[config.mk]
export PLATFORM = sky130hd
export DESIGN_NAME = int_alu
export DESIGN_NICKNAME = d
export VERILOG_FILES = /design/src/rtl/int_alu_pkg.sv /design/src/rtl/int_alu_ctrl.sv /design/src/rtl/int_alu_operand.sv /design/src/rtl/int_alu_datapath.sv /design/src/rtl/int_alu.sv
export SDC_FILE = /design/constraint.sdc
export NUM_CORES = 1
export LEC_CHECK = 0
export ABC_AREA = 1
export BUFFER_PORTS_ARGS = -buffer_cell sky130_fd_sc_hd__buf_2
export CORE_ASPECT_RATIO = 1.1
export CORE_MARGIN = 2
export CORE_UTILIZATION = 55
export DETAILED_ROUTE_END_ITERATION = 7
export PLACE_DENSITY = 0.81
export SYNTH_ARGS = -nofsm -noshare
export SYNTH_HDL_FRONTEND = slang
export SYNTH_SLANG_ARGS = --single-unit
export TNS_END_PERCENT = 100
[constraint.sdc]
create_clock -name vclk -period 5.1
set_input_delay 0.51 -clock vclk [all_inputs]
set_output_delay 0.51 -clock vclk [all_outputs]
set_load 0.01 [all_outputs]
[src/rtl/int_alu_pkg.sv]
package int_alu_pkg;

  localparam int SEL_W = 6;

  typedef enum logic [5:0] {
    SEL_PASS = 6'd0,
    SEL_ADD  = 6'd32,
    SEL_ADDU = 6'd33,
    SEL_SUB  = 6'd34,
    SEL_SUBU = 6'd35,
    SEL_AND  = 6'd36,
    SEL_OR   = 6'd37,
    SEL_NOR  = 6'd39,
    SEL_XOR  = 6'd40,
    SEL_SLT  = 6'd42,
    SEL_SLTU = 6'd43
  } alu_sel_e;

  typedef enum logic [1:0] {
    IMM_NONE  = 2'd0,
    IMM_SEXT  = 2'd1,
    IMM_ZEXT  = 2'd2,
    IMM_UPPER = 2'd3
  } imm_mode_e;

  typedef enum logic [1:0] {
    LG_AND = 2'd0,
    LG_OR  = 2'd1,
    LG_NOR = 2'd2,
    LG_XOR = 2'd3
  } logic_op_e;

  typedef enum logic [2:0] {
    RS_ZERO  = 3'd0,
    RS_SUM   = 3'd1,
    RS_LOGIC = 3'd2,
    RS_LESS  = 3'd3,
    RS_PASS  = 3'd4
  } res_sel_e;

  // Strobes from control to datapath
  typedef struct packed {
    logic      doSub;
    logic      trapEn;
    logic      lessSigned;
    logic_op_e logicOp;
    res_sel_e  resSel;
    logic      legal;
  } alu_strobe_t;

endpackage

[src/rtl/int_alu_ctrl.sv]
module int_alu_ctrl
  import int_alu_pkg::*;
(
  input  logic [SEL_W-1:0] opSel,
  output alu_strobe_t      strobes
);

  always_comb begin
    strobes.doSub      = 1'b0;
    strobes.trapEn     = 1'b0;
    strobes.lessSigned = 1'b0;
    strobes.logicOp    = LG_AND;
    strobes.resSel     = RS_ZERO;
    strobes.legal      = 1'b1;
    case (opSel)
      SEL_PASS: strobes.resSel = RS_PASS;
      SEL_ADD: begin
        strobes.resSel = RS_SUM;
        strobes.trapEn = 1'b1;
      end
      SEL_ADDU: strobes.resSel = RS_SUM;
      SEL_SUB: begin
        strobes.resSel = RS_SUM;
        strobes.doSub  = 1'b1;
        strobes.trapEn = 1'b1;
      end
      SEL_SUBU: begin
        strobes.resSel = RS_SUM;
        strobes.doSub  = 1'b1;
      end
      SEL_AND: strobes.resSel = RS_LOGIC;
      SEL_OR: begin
        strobes.resSel  = RS_LOGIC;
        strobes.logicOp = LG_OR;
      end
      SEL_NOR: begin
        strobes.resSel  = RS_LOGIC;
        strobes.logicOp = LG_NOR;
      end
      SEL_XOR: begin
        strobes.resSel  = RS_LOGIC;
        strobes.logicOp = LG_XOR;
      end
      SEL_SLT: begin
        strobes.resSel     = RS_LESS;
        strobes.doSub      = 1'b1;
        strobes.lessSigned = 1'b1;
      end
      SEL_SLTU: begin
        strobes.resSel = RS_LESS;
        strobes.doSub  = 1'b1;
      end
      default: strobes.legal = 1'b0;
    endcase
  end

endmodule

[src/rtl/int_alu_operand.sv]
module int_alu_operand
  import int_alu_pkg::*;
#(
  parameter int DATA_W = 32,
  parameter int IMM_W  = 16
) (
  input  logic [1:0]        immMode,
  input  logic [DATA_W-1:0] opB,
  input  logic [IMM_W-1:0]  immVal,
  output logic [DATA_W-1:0] opBEff
);

  localparam int PAD_W = DATA_W - IMM_W;

  logic [DATA_W-1:0] immSext;
  logic [DATA_W-1:0] immZext;
  logic [DATA_W-1:0] immUpper;

  generate
    if (PAD_W > 0) begin : g_pad
      assign immSext  = {{PAD_W{immVal[IMM_W-1]}}, immVal};
      assign immZext  = {{PAD_W{1'b0}}, immVal};
      assign immUpper = {immVal, {PAD_W{1'b0}}};
    end else begin : g_nopad
      assign immSext  = immVal[DATA_W-1:0];
      assign immZext  = immVal[DATA_W-1:0];
      assign immUpper = immVal[DATA_W-1:0];
    end
  endgenerate

  always_comb begin
    case (immMode)
      IMM_SEXT:  opBEff = immSext;
      IMM_ZEXT:  opBEff = immZext;
      IMM_UPPER: opBEff = immUpper;
      default:   opBEff = opB;
    endcase
  end

endmodule

[src/rtl/int_alu_datapath.sv]
module int_alu_datapath
  import int_alu_pkg::*;
#(
  parameter int DATA_W = 32
) (
  input  alu_strobe_t       strobes,
  input  logic [DATA_W-1:0] opA,
  input  logic [DATA_W-1:0] opBEff,
  output logic [DATA_W-1:0] result,
  output logic              ovfTrap
);

  localparam int MSB = DATA_W - 1;

  logic [DATA_W-1:0] bInv;
  logic [DATA_W:0]   sumWide;
  logic [DATA_W-1:0] sum;
  logic              carryOut;
  logic              ovfRaw;
  logic              lessBit;
  logic [DATA_W-1:0] logicRes;

  // One shared adder: subtract is a + ~b + 1
  assign bInv     = strobes.doSub ? ~opBEff : opBEff;
  assign sumWide  = {1'b0, opA} + {1'b0, bInv} + {{DATA_W{1'b0}}, strobes.doSub};
  assign sum      = sumWide[MSB:0];
  assign carryOut = sumWide[DATA_W];

  // Operands of the adder agree in sign, sum sign departs from it
  assign ovfRaw = (opA[MSB] == bInv[MSB]) && (sum[MSB] != opA[MSB]);

  // Signed less: difference sign corrected by overflow; unsigned: borrow
  assign lessBit = strobes.lessSigned ? (sum[MSB] ^ ovfRaw) : ~carryOut;

  generate
    for (genvar i = 0; i < DATA_W; i++) begin : g_logic
      always_comb begin
        case (strobes.logicOp)
          LG_AND:  logicRes[i] = opA[i] & opBEff[i];
          LG_OR:   logicRes[i] = opA[i] | opBEff[i];
          LG_NOR:  logicRes[i] = ~(opA[i] | opBEff[i]);
          default: logicRes[i] = opA[i] ^ opBEff[i];
        endcase
      end
    end
  endgenerate

  always_comb begin
    case (strobes.resSel)
      RS_SUM:   result = sum;
      RS_LOGIC: result = logicRes;
      RS_LESS:  result = {{(DATA_W-1){1'b0}}, lessBit};
      RS_PASS:  result = opBEff;
      default:  result = '0;
    endcase
  end

  assign ovfTrap = strobes.trapEn & ovfRaw;

endmodule

[src/rtl/int_alu.sv]
module int_alu
  import int_alu_pkg::*;
#(
  parameter int DATA_W = 32,
  parameter int IMM_W  = 16
) (
  input  logic [5:0]        opSel,
  input  logic [1:0]        immMode,
  input  logic [DATA_W-1:0] opA,
  input  logic [DATA_W-1:0] opB,
  input  logic [IMM_W-1:0]  immVal,
  output logic [DATA_W-1:0] result,
  output logic              ovfTrap,
  output logic              writeEn,
  output logic              illegalOp
);

  alu_strobe_t       strobes;
  logic [DATA_W-1:0] opBEff;

  int_alu_ctrl u_ctrl (
    .opSel   (opSel),
    .strobes (strobes)
  );

  int_alu_operand #(.DATA_W(DATA_W), .IMM_W(IMM_W)) u_operand (
    .immMode (immMode),
    .opB     (opB),
    .immVal  (immVal),
    .opBEff  (opBEff)
  );

  int_alu_datapath #(.DATA_W(DATA_W)) u_datapath (
    .strobes (strobes),
    .opA     (opA),
    .opBEff  (opBEff),
    .result  (result),
    .ovfTrap (ovfTrap)
  );

  assign illegalOp = ~strobes.legal;
  assign writeEn   = strobes.legal & ~ovfTrap;

endmodule

**Word-level counts from Yosys, hierarchy flattened**

Index checks and enable logic that the tools add are counted.

- Register bits: 0
- Output and inout bits: 35
- Input bits: 88

- $add $sub $neg: 2
- Reductions and logical operators: 9
- Bitwise logic cells: 135
- Equal/unequal tests: 21
- Multiplexer cells: 42

Operators with widths:

| operator | count |
|---|---|
| $pmux 32 s4 | 1 |
| $pmux 1 s3 | 32 |
| $pmux 32 s3 | 1 |
| $eq 6x6->1 const B | 10 |
| $not 1->1 | 35 |
| $and 1x1->1 | 34 |
| $add 32x32->33 | 1 |
| $add 33x1->33 | 1 |
| $xor 1x1->1 | 33 |
| $mux 32 | 1 |
| $not 32->32 | 1 |
| $or 1x1->1 | 32 |
| $pmux 3 s4 | 1 |
| $reduce_or 4->1 | 3 |
| $reduce_or 11->1 | 1 |
| $eq 2x2->1 const B | 3 |
| $eq 3x2->1 const B | 2 |
| $logic_not 6->1 | 1 |
| $pmux 2 s3 | 1 |
| $mux 1 | 5 |
| $eq 2x1->1 const B | 2 |
| $reduce_or 2->1 | 2 |
| $eq 3x1->1 const B | 1 |
| $eq 3x3->1 const B | 1 |
| other kinds (4) | 4 |

**Longest topological paths before layout**

- Depth after elaboration: 11
- Mapped depth: 22
- Depth with buffers taken out: 21

**Hierarchy**

From an unflattened synthesis, not the netlist that was laid out.

- Cells, all modules: 944
- Area, all modules: 5512.8 µm²

Modules (own cells, without submodules):

| module | area each (µm²) | instances | cells each |
|---|---|---|---|
| int_alu_datapath | 4591.9 | 1 | 782 |
| int_alu_operand | 760.7 | 1 | 129 |
| int_alu_ctrl | 150.1 | 1 | 31 |
| int_alu | 10.0 | 1 | 2 |

**Worst setup path before layout**

No wires, ideal clock.

- Path kind: in2out
- Start: input port immMode[0]
- End: output port result[18]
- Arrival: 3.002 ns
- Required time: 4.590 ns
- Stages: 16
- Path slack: 1.588 ns
- Cells stage by stage: nor2_1 > buf_2 > clkbuf_1 > nand2_1 > a21boi_1 > xor2_1 > ha_1 > a21oi_1 > o21ai_1 > a21oi_1 > inv_1 > a21oi_1 > o21ai_0 > or2_2 > nand3_1 > o211ai_1

- Longest elaborated chain between the ends: 7
- Elaborated cells between the ends (all ways): 14

Ends and longest elaborated chain:

| what | line | source |
|---|---|---|
| start: declaration | int_alu.sv:8 | `input logic [1:0] immMode,` |
| $eq 2x2->1 or $eq 2x1->1 (tied branches) | int_alu_operand.sv:32 | `case (immMode)` |
| $pmux 32 s3 (*) | int_alu_operand.sv:32 |  |
| $not 32->32 | int_alu_datapath.sv:24 | `assign bInv = strobes.doSub ? ~opBEff : opBEff;` |
| $mux 32 | int_alu_datapath.sv:24 |  |
| $add 32x32->33 | int_alu_datapath.sv:25 | `assign sumWide = {1'b0, opA} + {1'b0, bInv} + {{DATA_W{1'b0}}, strobes.doSub};` |
| $add 33x1->33 | int_alu_datapath.sv:25 |  |
| $pmux 32 s4 (*) | int_alu_datapath.sv:49 | `case (strobes.resSel)` |
| end: declaration | int_alu.sv:12 | `output logic [DATA_W-1:0] result,` |

Mark *: on every way between the ends. The rest lies on a longest branch, timed or not.

**Worst setup path in the final report**

- Start: input port immMode[0]
- End: output port result[21]

The elaborated chain is that of the path after synthesis.

==> summary.txt <==
Detailed routing
  • Initial DRC Count: 342
  • Vias per inst: 5.73
  • First-pass DRT Iterations: 7
  • Via count: 6,393
  • Drt total wl: 17,800 µm
  • Antenna viol nets, final: 0
  • Routed WL per cell: 16.0 µm
  • DRC errors left: 0

GRT
  • Initial antenna violation count: 0
  • Vias in the first global route: 5,930
  • Gr ovfl total: 0
  • Largest net degree at the start of global routing: 40
  • GRT Resource Usage Total: 33.4%
  • First-pass GRT wire length: 28,500 µm

Synth
  • Mapped cell area: 5220 µm²
  • Synth Net Count: 1,083
  • Yosys Warn Count: 0
  • Avg Cell Area, Syn: 5.82 µm²
  • Unique masters post-synth: 45
  • Post-Syn Instances: 897
  • Seq/Total Area, Yosys: 0%

STA
  • Relative slew slack: 20.3%
  • Total negative slack: 0 ps
  • Final Hold Violating Endpoints: 0
  • Final period util: 90.6%
  • Setup ws final: 480 ps
  • Slew Viols, Final: 0
  • Crit path time final: 4620 ps
  • F_max: 216 MHz
  • Worst-margin pin slew: 1190 ps
  • RSZ-0062 raised after global routing: false
  • Setup-failing EPs final: 0

Critical path
  • Critical Path Fanout Max: 15
  • Worst EP arrival: 4110 ps
  • Crit path max-delay family: compound AO/OA/AOI/OAI gates
  • CP endpoint kind: primary output
  • Buffers and inverters on the worst path: 3
  • Slowest-stage cell, CP: a21boi_0
  • Critical path class: in2out
  • Startpoint Class: input pin
  • Worst path cell trace: buf_2, nor2_1, nor2_2, a21boi_0, xor2_1, ha_1, a21oi_1, inv_1, a31oi_1, o21ai_0, o21bai_1, nand2_1, nand2_1, or2_2, nand3_1, nand2_1, buf_2
  • Critical Path Max Stage Delay: 610 ps
  • CP required: 4590 ps
  • Most frequent CP cell: nand2_1

Finish
  • Share of cells above drive strength 1: 17.0%
  • Final Net Count: 1,186
  • Reg area: 0 µm²
  • Clkbuf count: 0
  • Fill count: 962
  • Commonest non-fill, non-tap cell in the layout: nand2_1
  • Final Cell Area: 5900 µm²
  • Commonest cells after routing, fill and taps aside: nand2_1, inv_1, buf_2, ha_1, a21oi_1
  • Synthesis-to-finish area growth: 13.0%
  • Non-filler cells, final: 1,115
  • Final Util: 63.4%
  • Seq_cells: 0
  • Ant. Diodes: 0

Placement
  • Final RePlAce weighted congestion: 0.996
  • PortBufs: 123
  • Placed cells: 1,115
  • DPL Wire Length: 14,100 µm
  • DP Area: 5900 µm²
  • Post-Place Worst Slack: 337 ps

Floorplan
  • Io pins: 123
  • Site row count: 37
  • DIE HEIGHT: 106 µm
  • Die Area: 10,300 µm²
  • Die Wd: 96.9 µm
  • Starting Density: 56.1%
  • Total core area: 9310 µm²

Flow run
  • Max cap viols: 0

Power and ir drop
  • Gate power share: 100.0%
  • Lkg Pwr: 0.00331 µW
  • Maximum vdd drop: 0.0520 mV
  • Clock power frac: 0%
  • PD cells: 110 nW/µm²
  • Internal power: 234 µW
  • Sequential share of power: 0%
  • Net Switching: 414 µW
  • Sw frac: 63.9%

Hold path
  • Hold Crit Class: in2out

Outcome
  • Status: finished clean

Clocking
  • Post-CTS Setup Bufs: 0
## worst min-delay path, delay by kind of cell
kind	cells	cell delay, ps
buffers and inverters	2	260
AND/OR/NAND/NOR	2	160
## metrics by stage
stage / total power [µW] / hold WS [ps]
after CTS: 635 / 1440
after floorplan: 448 / 1170
after detailed placement: 630 / 1440
after global placement: 623 / 1430
after global routing: 728 / 1480
final: 647 / 1430
## final timing paths
kind / startpoint / endpoint / slack, ps / cells past startpoint
worst max-delay path: immMode[0] / result[21] / 480 / 17
worst min-delay path: opA[31] / ovfTrap / 1430 / 4
## power groups by stage
stage	clock [µW]	sequential, µW	combinational, µW
floorplan	0	0	448
global placement	0	0	623
detailed placement	0	0	630
CTS	0	0	635
global route	0	0	728
finish	0	0	647
## final cells by class
class,count,area [µm²],share of cell area (%)
inverter,146,548,9.29
multi-input combinational,722,4540,76.9
tap,117,146,2.48
timing repair buffer,130,668,11.3
## kinds of logic after synthesis
logic type	count (synthesis)	share of synthesized area, %
and+or+nand+nor	326	26.8
AOI/OAI and AO/OA	267	31.1
adders and majority gates	98	23.6
xor gates and xnor gates	31	5.20
buffers and inverters	175	13.3
## metal layers
metal	up-vias	share of wire (%)	global-route usage [%]
met2	283	47	59.5
met1	2844	41	41.4
met5	-	0	0
li1	3206	-	-
met4	0	5.0	14.8
met3	60	6.8	1.78
## cells in the mapped netlist, drive strengths merged, types with 15 or more instances
cell type | n | share of area [%]
nand2 | 190 | 14
inv | 146 | 10
ha | 97 | 23
o21ai | 89 | 9.2
a21oi | 79 | 7.6
nor2 | 75 | 5.6
nand3 | 35 | 3.5
xor2 | 30 | 5.0
o22ai | 18 | 2.2
a21boi | 17 | 2.4
o221ai | 16 | 2.8
clkbuf | 15 | 1.1
## repair_timing
action / 4_1_cts / 5_1_grt
resized for setup: 0 / 1
setup endpoints to repair: 0 / 11
hold buffers: 0 / 0
No activity file was read; power rests on OpenSTA's default activity.
